### src/rtl/rcc_pkg.sv
package rcc_pkg;
  localparam int unsigned NSRC  = 7;
  localparam int unsigned REG_W = 8;

  typedef enum int unsigned {
    SRC_PIN = 0, SRC_SUP = 1, SRC_CLK = 2, SRC_CMP = 3,
    SRC_WDT = 4, SRC_FLS = 5, SRC_SW = 6
  } src_e;

  typedef logic [NSRC-1:0] src_vec_t;

  // lowest index wins
  function automatic src_vec_t pick_first(src_vec_t v);
    src_vec_t r;
    logic found;
    r = '0;
    found = 1'b0;
    for (int i = 0; i < int'(NSRC); i++) begin
      if (v[i] && !found) begin
        r[i]  = 1'b1;
        found = 1'b1;
      end
    end
    return r;
  endfunction
endpackage

### src/rtl/sync_2ff.sv
module sync_2ff #(
  parameter int unsigned W = 1,
  parameter logic [W-1:0] RST_VAL = '0
) (
  input  logic         clk_i,
  input  logic         rst_ni,
  input  logic [W-1:0] d_i,
  output logic [W-1:0] q_o
);
  for (genvar g = 0; g < W; g++) begin : g_bit
    logic s1_q, s2_q;
    always_ff @(posedge clk_i or negedge rst_ni) begin
      if (!rst_ni) begin
        s1_q <= RST_VAL[g];
        s2_q <= RST_VAL[g];
      end else begin
        s1_q <= d_i[g];
        s2_q <= s1_q;
      end
    end
    assign q_o[g] = s2_q;
  end
endmodule

### src/rtl/pin_filter.sv
module pin_filter #(
  parameter int unsigned FILT_CYC = 2
) (
  input  logic clk_i,
  input  logic rst_ni,
  input  logic pin_n_i,
  output logic low_o
);
  localparam int unsigned CW = $clog2(FILT_CYC + 1);
  localparam logic [CW-1:0] LIM = CW'(FILT_CYC);

  logic [CW-1:0] cnt_q;

  always_ff @(posedge clk_i or negedge rst_ni) begin
    if (!rst_ni)         cnt_q <= '0;
    else if (pin_n_i)    cnt_q <= '0;
    else if (cnt_q != LIM) cnt_q <= cnt_q + 1'b1;
  end

  assign low_o = (cnt_q == LIM);
endmodule

### src/rtl/flash_chk.sv
module flash_chk #(
  parameter int unsigned ADDR_W = 14,
  parameter logic [ADDR_W-1:0] USER_TOP = 14'h1DFF
) (
  input  logic              req_i,
  input  logic [ADDR_W-1:0] addr_i,
  input  logic              blocked_i,
  output logic              err_o
);
  logic out_of_range;
  assign out_of_range = (addr_i > USER_TOP);
  assign err_o = req_i && (out_of_range || blocked_i);
endmodule

### src/rtl/rst_seq.sv
module rst_seq
  import rcc_pkg::*;
#(
  parameter int unsigned MIN_CYC = 16
) (
  input  logic     clk_i,
  input  logic     rst_ni,
  input  src_vec_t req_i,
  input  logic     hold_i,
  output logic     sys_rst_o,
  output src_vec_t cause_o
);
  localparam int unsigned CW = $clog2(MIN_CYC + 1);
  localparam logic [CW-1:0] LAST = CW'(MIN_CYC - 1);

  logic          act_q;
  logic [CW-1:0] cnt_q;
  src_vec_t      cause_q;

  always_ff @(posedge clk_i or negedge rst_ni) begin
    if (!rst_ni) begin
      act_q   <= 1'b0;
      cnt_q   <= '0;
      cause_q <= '0;
    end else if (!act_q) begin
      if (|req_i) begin
        act_q   <= 1'b1;
        cnt_q   <= '0;
        cause_q <= pick_first(req_i);
      end
    end else if (cnt_q < LAST) begin
      cnt_q <= cnt_q + 1'b1;
    end else if (!hold_i) begin
      act_q <= 1'b0;
    end
  end

  assign sys_rst_o = act_q;
  assign cause_o   = cause_q;
endmodule

### src/rtl/rst_cause_ctrl.sv
module rst_cause_ctrl
  import rcc_pkg::*;
#(
  parameter int unsigned ADDR_W   = 14,
  parameter logic [ADDR_W-1:0] USER_TOP = 14'h1DFF,
  parameter int unsigned MIN_CYC  = 16,
  parameter int unsigned FILT_CYC = 2
) (
  input  logic              clk_i,
  input  logic              rst_ni,
  input  logic              pin_rst_ni,
  input  logic              supply_low_i,
  input  logic              clk_lost_i,
  input  logic              cmp_out_i,
  input  logic              wdt_expire_i,
  input  logic              fl_req_i,
  input  logic [ADDR_W-1:0] fl_addr_i,
  input  logic              fl_blocked_i,
  input  logic              reg_wr_i,
  input  logic              reg_addr_i,
  input  logic [7:0]        reg_wdata_i,
  output logic [7:0]        reg_rdata_o,
  output logic              sys_rst_o,
  output logic              pin_drv_o
);
  // async level order: {clk_lost, cmp, supply_low, pin_n}
  logic [3:0] async_s;
  logic       pin_low, fls_err;
  logic       mon_en_q, sup_en_q, clk_en_q, cmp_en_q;
  logic       lv_pin, lv_sup, lv_clk, lv_cmp, sw_req, hold;
  logic       wr_cause, wr_mon;
  src_vec_t   req, cause;

  sync_2ff #(.W(4), .RST_VAL(4'b0101)) i_sync (
    .clk_i (clk_i),
    .rst_ni(rst_ni),
    .d_i   ({clk_lost_i, cmp_out_i, supply_low_i, pin_rst_ni}),
    .q_o   (async_s)
  );

  pin_filter #(.FILT_CYC(FILT_CYC)) i_filt (
    .clk_i  (clk_i),
    .rst_ni (rst_ni),
    .pin_n_i(async_s[0]),
    .low_o  (pin_low)
  );

  flash_chk #(.ADDR_W(ADDR_W), .USER_TOP(USER_TOP)) i_fchk (
    .req_i    (fl_req_i),
    .addr_i   (fl_addr_i),
    .blocked_i(fl_blocked_i),
    .err_o    (fls_err)
  );

  // writes are dropped while the chip is held in reset
  assign wr_cause = reg_wr_i && !reg_addr_i && !sys_rst_o;
  assign wr_mon   = reg_wr_i &&  reg_addr_i && !sys_rst_o;

  always_ff @(posedge clk_i or negedge rst_ni) begin
    if (!rst_ni) begin
      mon_en_q <= 1'b0;
      sup_en_q <= 1'b0;
      clk_en_q <= 1'b0;
      cmp_en_q <= 1'b0;
    end else begin
      if (wr_mon) mon_en_q <= reg_wdata_i[0];
      if (wr_cause) begin
        if (mon_en_q) sup_en_q <= reg_wdata_i[SRC_SUP];
        clk_en_q <= reg_wdata_i[SRC_CLK];
        cmp_en_q <= reg_wdata_i[SRC_CMP];
      end
    end
  end

  assign lv_pin = pin_low;
  assign lv_sup = mon_en_q && sup_en_q && async_s[1];
  assign lv_cmp = cmp_en_q && !async_s[2];
  assign lv_clk = clk_en_q && async_s[3];
  assign sw_req = wr_cause && reg_wdata_i[SRC_SW];
  assign hold   = lv_pin || lv_sup || lv_clk || lv_cmp;

  always_comb begin
    req          = '0;
    req[SRC_PIN] = lv_pin;
    req[SRC_SUP] = lv_sup;
    req[SRC_CLK] = lv_clk;
    req[SRC_CMP] = lv_cmp;
    req[SRC_WDT] = wdt_expire_i;
    req[SRC_FLS] = fls_err;
    req[SRC_SW]  = sw_req;
  end

  rst_seq #(.MIN_CYC(MIN_CYC)) i_seq (
    .clk_i    (clk_i),
    .rst_ni   (rst_ni),
    .req_i    (req),
    .hold_i   (hold),
    .sys_rst_o(sys_rst_o),
    .cause_o  (cause)
  );

  assign reg_rdata_o = reg_addr_i ? {7'b0, mon_en_q} : {{(REG_W-NSRC){1'b0}}, cause};
  assign pin_drv_o   = sys_rst_o && cause[SRC_SUP];
endmodule

### config.mk
export PLATFORM = sky130hd
export DESIGN_NAME = rst_cause_ctrl
export DESIGN_NICKNAME = d
export VERILOG_FILES = /design/src/rtl/rcc_pkg.sv /design/src/rtl/sync_2ff.sv /design/src/rtl/pin_filter.sv /design/src/rtl/flash_chk.sv /design/src/rtl/rst_seq.sv /design/src/rtl/rst_cause_ctrl.sv
export SDC_FILE = /design/constraint.sdc
export NUM_CORES = 1
export LEC_CHECK = 0
export BUFFER_PORTS_ARGS = -buffer_cell sky130_fd_sc_hd__buf_2
export CAP_MARGIN = 10
export CORE_UTILIZATION = 48
export CTS_BUF_LIST = sky130_fd_sc_hd__clkbuf_8 sky130_fd_sc_hd__clkbuf_16
export DETAILED_ROUTE_END_ITERATION = 8
export MAX_ROUTING_LAYER = met4
export PLACE_DENSITY = 0.78
export SLEW_MARGIN = 20
export SYNTH_ARGS = -nofsm -noshare
export SYNTH_HDL_FRONTEND = slang
export SYNTH_SLANG_ARGS = --single-unit
### constraint.sdc
create_clock -name clk_i -period 2.3 [get_ports clk_i]
set_input_delay 0 -clock clk_i [delete_from_list [all_inputs] [get_ports clk_i]]
set_output_delay 0 -clock clk_i [all_outputs]
set_load 0.05 [all_outputs]
==> flow_summary.toml <==
[floorplanning]
start_util_pct = 52.0
die_w_um = 51.6
rows = 17
die_y_um = 51.6
dieArea_mm2 = 0.00267
core_mm2 = 0.00228
io_pins = 43

[detailed_routing]
antenna_left = 0
avgRoutedWirePerCell_um = 13.4
vias_per_cell = 5.39
drtPass1Iterations = 5
drcViolationCount = 0
via_count = 905
wl_mm = 2.26
drtIter0Drc = 13

[grt]
grt_pass1_vias = 804
antenna_found_initial = 0
grt_overflow = 0
grt_usage_pct = 19.1
grt_pass1_wl_mm = 3.56
grt_max_degree = 28

[place]
place_hpwl_mm = 1.54
io_buffers = 29
placedCellCount = 155
place_congestion = 0.743
place_area_mm2 = 0.00135

[yosys]
async_flop_share_pct = 100
synth.avg_cell_area_um2 = 11.7
postSynthCellCount = 101
synth_seq_cells = 27
ys.flop_type = "dfrtp_1"
ys_warn_count = 0
ys_seq_area_share_pct = 57.6
yosysUniqueCellTypes = 42
syn-num-nets = 136
syn_area_mm2 = 0.00118
synth_edf_count = 0

[setup_path]
cpMaxStageDelayCell = "dfrtp_1"
critical_path_class = "reg -> reg"
r2r_end = "i_seq.cause_o[0]"
slowest_delay_ns = 0.38
worst_setup_path_start_kind = "flop"
rrSetupSlack_ns = 0.38
crit_chain = "inv_1 > ha_1 > a21oi_1 > nand3_1 > o31ai_4 > mux2_4"
required_ns = 2.47
reg2reg_depth = 6
worstSetupEndpointType = "flop"
cp_data_arrival_time_ns = 2.08
cp_max_fo = 7
r2r-start = "i_filt.cnt_q[0]"

[min_path]
holdPathStages = 2
hold_class = "in -> reg"
hp-start = "wdt_expire_i"
holdPathEnd = "i_seq.cause_o[4]"

[pwr]
switchingPower_mw = 0.616
vdd_ir_drop_max_v = 0.000618
comb_power_share_pct = 39.0
p_sw_share_pct = 38.3
power.density_mw_per_mm2 = 1080
p_int_mw = 0.993
p_seq_share_pct = 44.2
p_clk_share_pct = 16.9
p_leak_nw = 0.718
totalPowerFinal_mw = 1.61

[clock_tree]
cts_tree = "yes"
htree_levels = 1
root_buffer = "clkbuf_8"
clk_latency_ns = 0.27
clk_pin_slew_ns = 0.10
clock-sinks = 27
ctsResizeCount = 0
clockBufferDepth = 2
postCtsSetupBuffers = 0
numCtsBuffers = 3

[timing]
hold_violations = 0
max_slew.worst_pin.slew_ns = 0.570
setup_viol = 0
fmax_ghz = 0.522
maxSlewViolCount = 0
min_period_over_period_pct = 83.3
tns_ns = 0
layout_min_cycle_time_ns = 1.92
rsz0062_at_grt = "no"
fin_skew_ns = 0.00880
max_slew_margin_pct = 62.0

[status]
status = "finished clean"

[finish]
nNetsFinal = 176
area_growth_pct = 25.8
fillers = 174
seqCellArea_um2 = 681
stdcell_area_mm2 = 0.00149
fin_cells = 168
num_antenna_cells = 0
multiInputGateArea_um2 = 465
drive_gt1_share_pct = 36.4

[flow_run]
maxCapViolCount = 0
[how the worst max path moves through the flow]
stage,endpoint,depth (start not counted),from
6_report,i_seq.cause_o[0],6,i_filt.cnt_q[0]
4_1_cts,i_seq.cause_o[0],6,i_filt.cnt_q[0]
2_1_floorplan,i_seq.cause_o[0],5,i_seq.sys_rst_o
3_5_place_dp,i_seq.cause_o[0],6,i_filt.cnt_q[0]
3_3_place_gp,i_seq.cause_o[0],6,i_filt.cnt_q[0]
5_1_grt,i_seq.cause_o[0],6,i_filt.cnt_q[0]
[layout make-up]
class / count / share of cell area [%]
Clock buffer: 3 / 2.78
Clock inverter: 1 / 0.505
Inverter: 4 / 1.01
Multi-Input combinational cell: 66 / 31.3
Sequential cell: 27 / 45.8
Tap cell: 28 / 2.35
Timing Repair Buffer: 39 / 16.3
[synthesized netlist by cell type (all sizes together), types with 3 or more instances]
| cell type | instances | share of area, % |
|---|---|---|
| dfrtp | 23 | 49 |
| nor2 | 13 | 4.1 |
| mux2 | 6 | 6.0 |
| dfstp | 4 | 8.9 |
| inv | 4 | 1.3 |
| nand3 | 4 | 1.7 |
| nor2b | 4 | 2.1 |
| buf | 3 | 1.5 |
| nand2 | 3 | 0.95 |
[critical path, delay by kind of cell, from the launching register on]
family          cells  cell delay, ns
compound gates      2            0.54
mux                 1            0.33
fa+ha+maj           1            0.29
buf+inv             1            0.05
simple gates        1            0.22
flops               1            0.38
[cells by family (layout without fill, tap and decap cells)]
logic type      Yosys count  count (layout)  share of synthesized area [%]
buf+inv                   8              47                           3.07
other cells               1               1                          0.317
compound gates           16              16                           11.2
mux                       7               7                           6.88
flops                    27              27                           57.6
xor+xnor                  2               2                           1.48
fa+ha+maj                 2               2                           2.12
simple gates             38              38                           17.4
[metal layers]
metal | vias to the layer above | routed length, um | part of all wire, % | GRT usage, %
met2 | 36 | 1170 | 52 | 32.3
met4 | 0 | 16 | 0.71 | 7.66
met3 | 4 | 94 | 4.2 | 2.92
met1 | 435 | 977 | 43 | 22.9
met5 | - | 0 | 0 | -
li1 | 430 | - | - | -
[state kept, by name (all words and copies together) (netlist names)]
signal,cells
clk_en_q,1
cmp_en_q,1
i_filt.cnt_q,2
i_seq.cause_o,7
i_seq.cnt_q,5
i_seq.sys_rst_o,1
i_sync.g_bit.s1_q,4
i_sync.g_bit.s2_q,4
mon_en_q,1
sup_en_q,1
[layout by cell type, fill, tap and decap left out, types with 2 or more instances in the layout]
master | Yosys | layout
clkbuf_8 | 0 | 3
buf_2 | 2 | 29
dfstp_2 | 4 | 4
nor2_1 | 13 | 13
mux2_2 | 5 | 5
nand2b_1 | 2 | 2
inv_1 | 4 | 4
nand2_1 | 3 | 3
ha_1 | 2 | 2
and4_1 | 2 | 2
dfrtp_1 | 23 | 23
a21oi_1 | 2 | 2
a32o_1 | 2 | 2
nand3_1 | 4 | 4
a31oi_1 | 2 | 2
nor2b_1 | 4 | 4
dlygate4sd3_1 | 0 | 9
[power by group through the flow]
stage	Sequential, mW	Combinational [mW]	Clock, mW
after floorplan	0.711	0.478	0
after global placement	0.711	0.591	0
after detailed placement	0.722	0.614	0
after CTS	0.712	0.632	0.273
after global routing	0.730	0.695	0.289
final	0.711	0.627	0.271
[timing repair]
action / CTS / global route
endpoints found under the hold margin: 31 / 0
hold buffers: 9 / 0
endpoints found under the setup margin: 0 / 0
[through the flow]
stage	hold WS [ns]	worst slack, ns	util [%]
finish	0.0215	0.385	65.4
global route	0.0422	0.280	65.4
CTS	0.0203	0.395	65.4
detailed placement	0.0252	0.404	59.3
global placement	0.0158	0.464	59.3
floorplan	-0.296	0.400	-
Note: power is estimated with default switching activity, not from simulation.
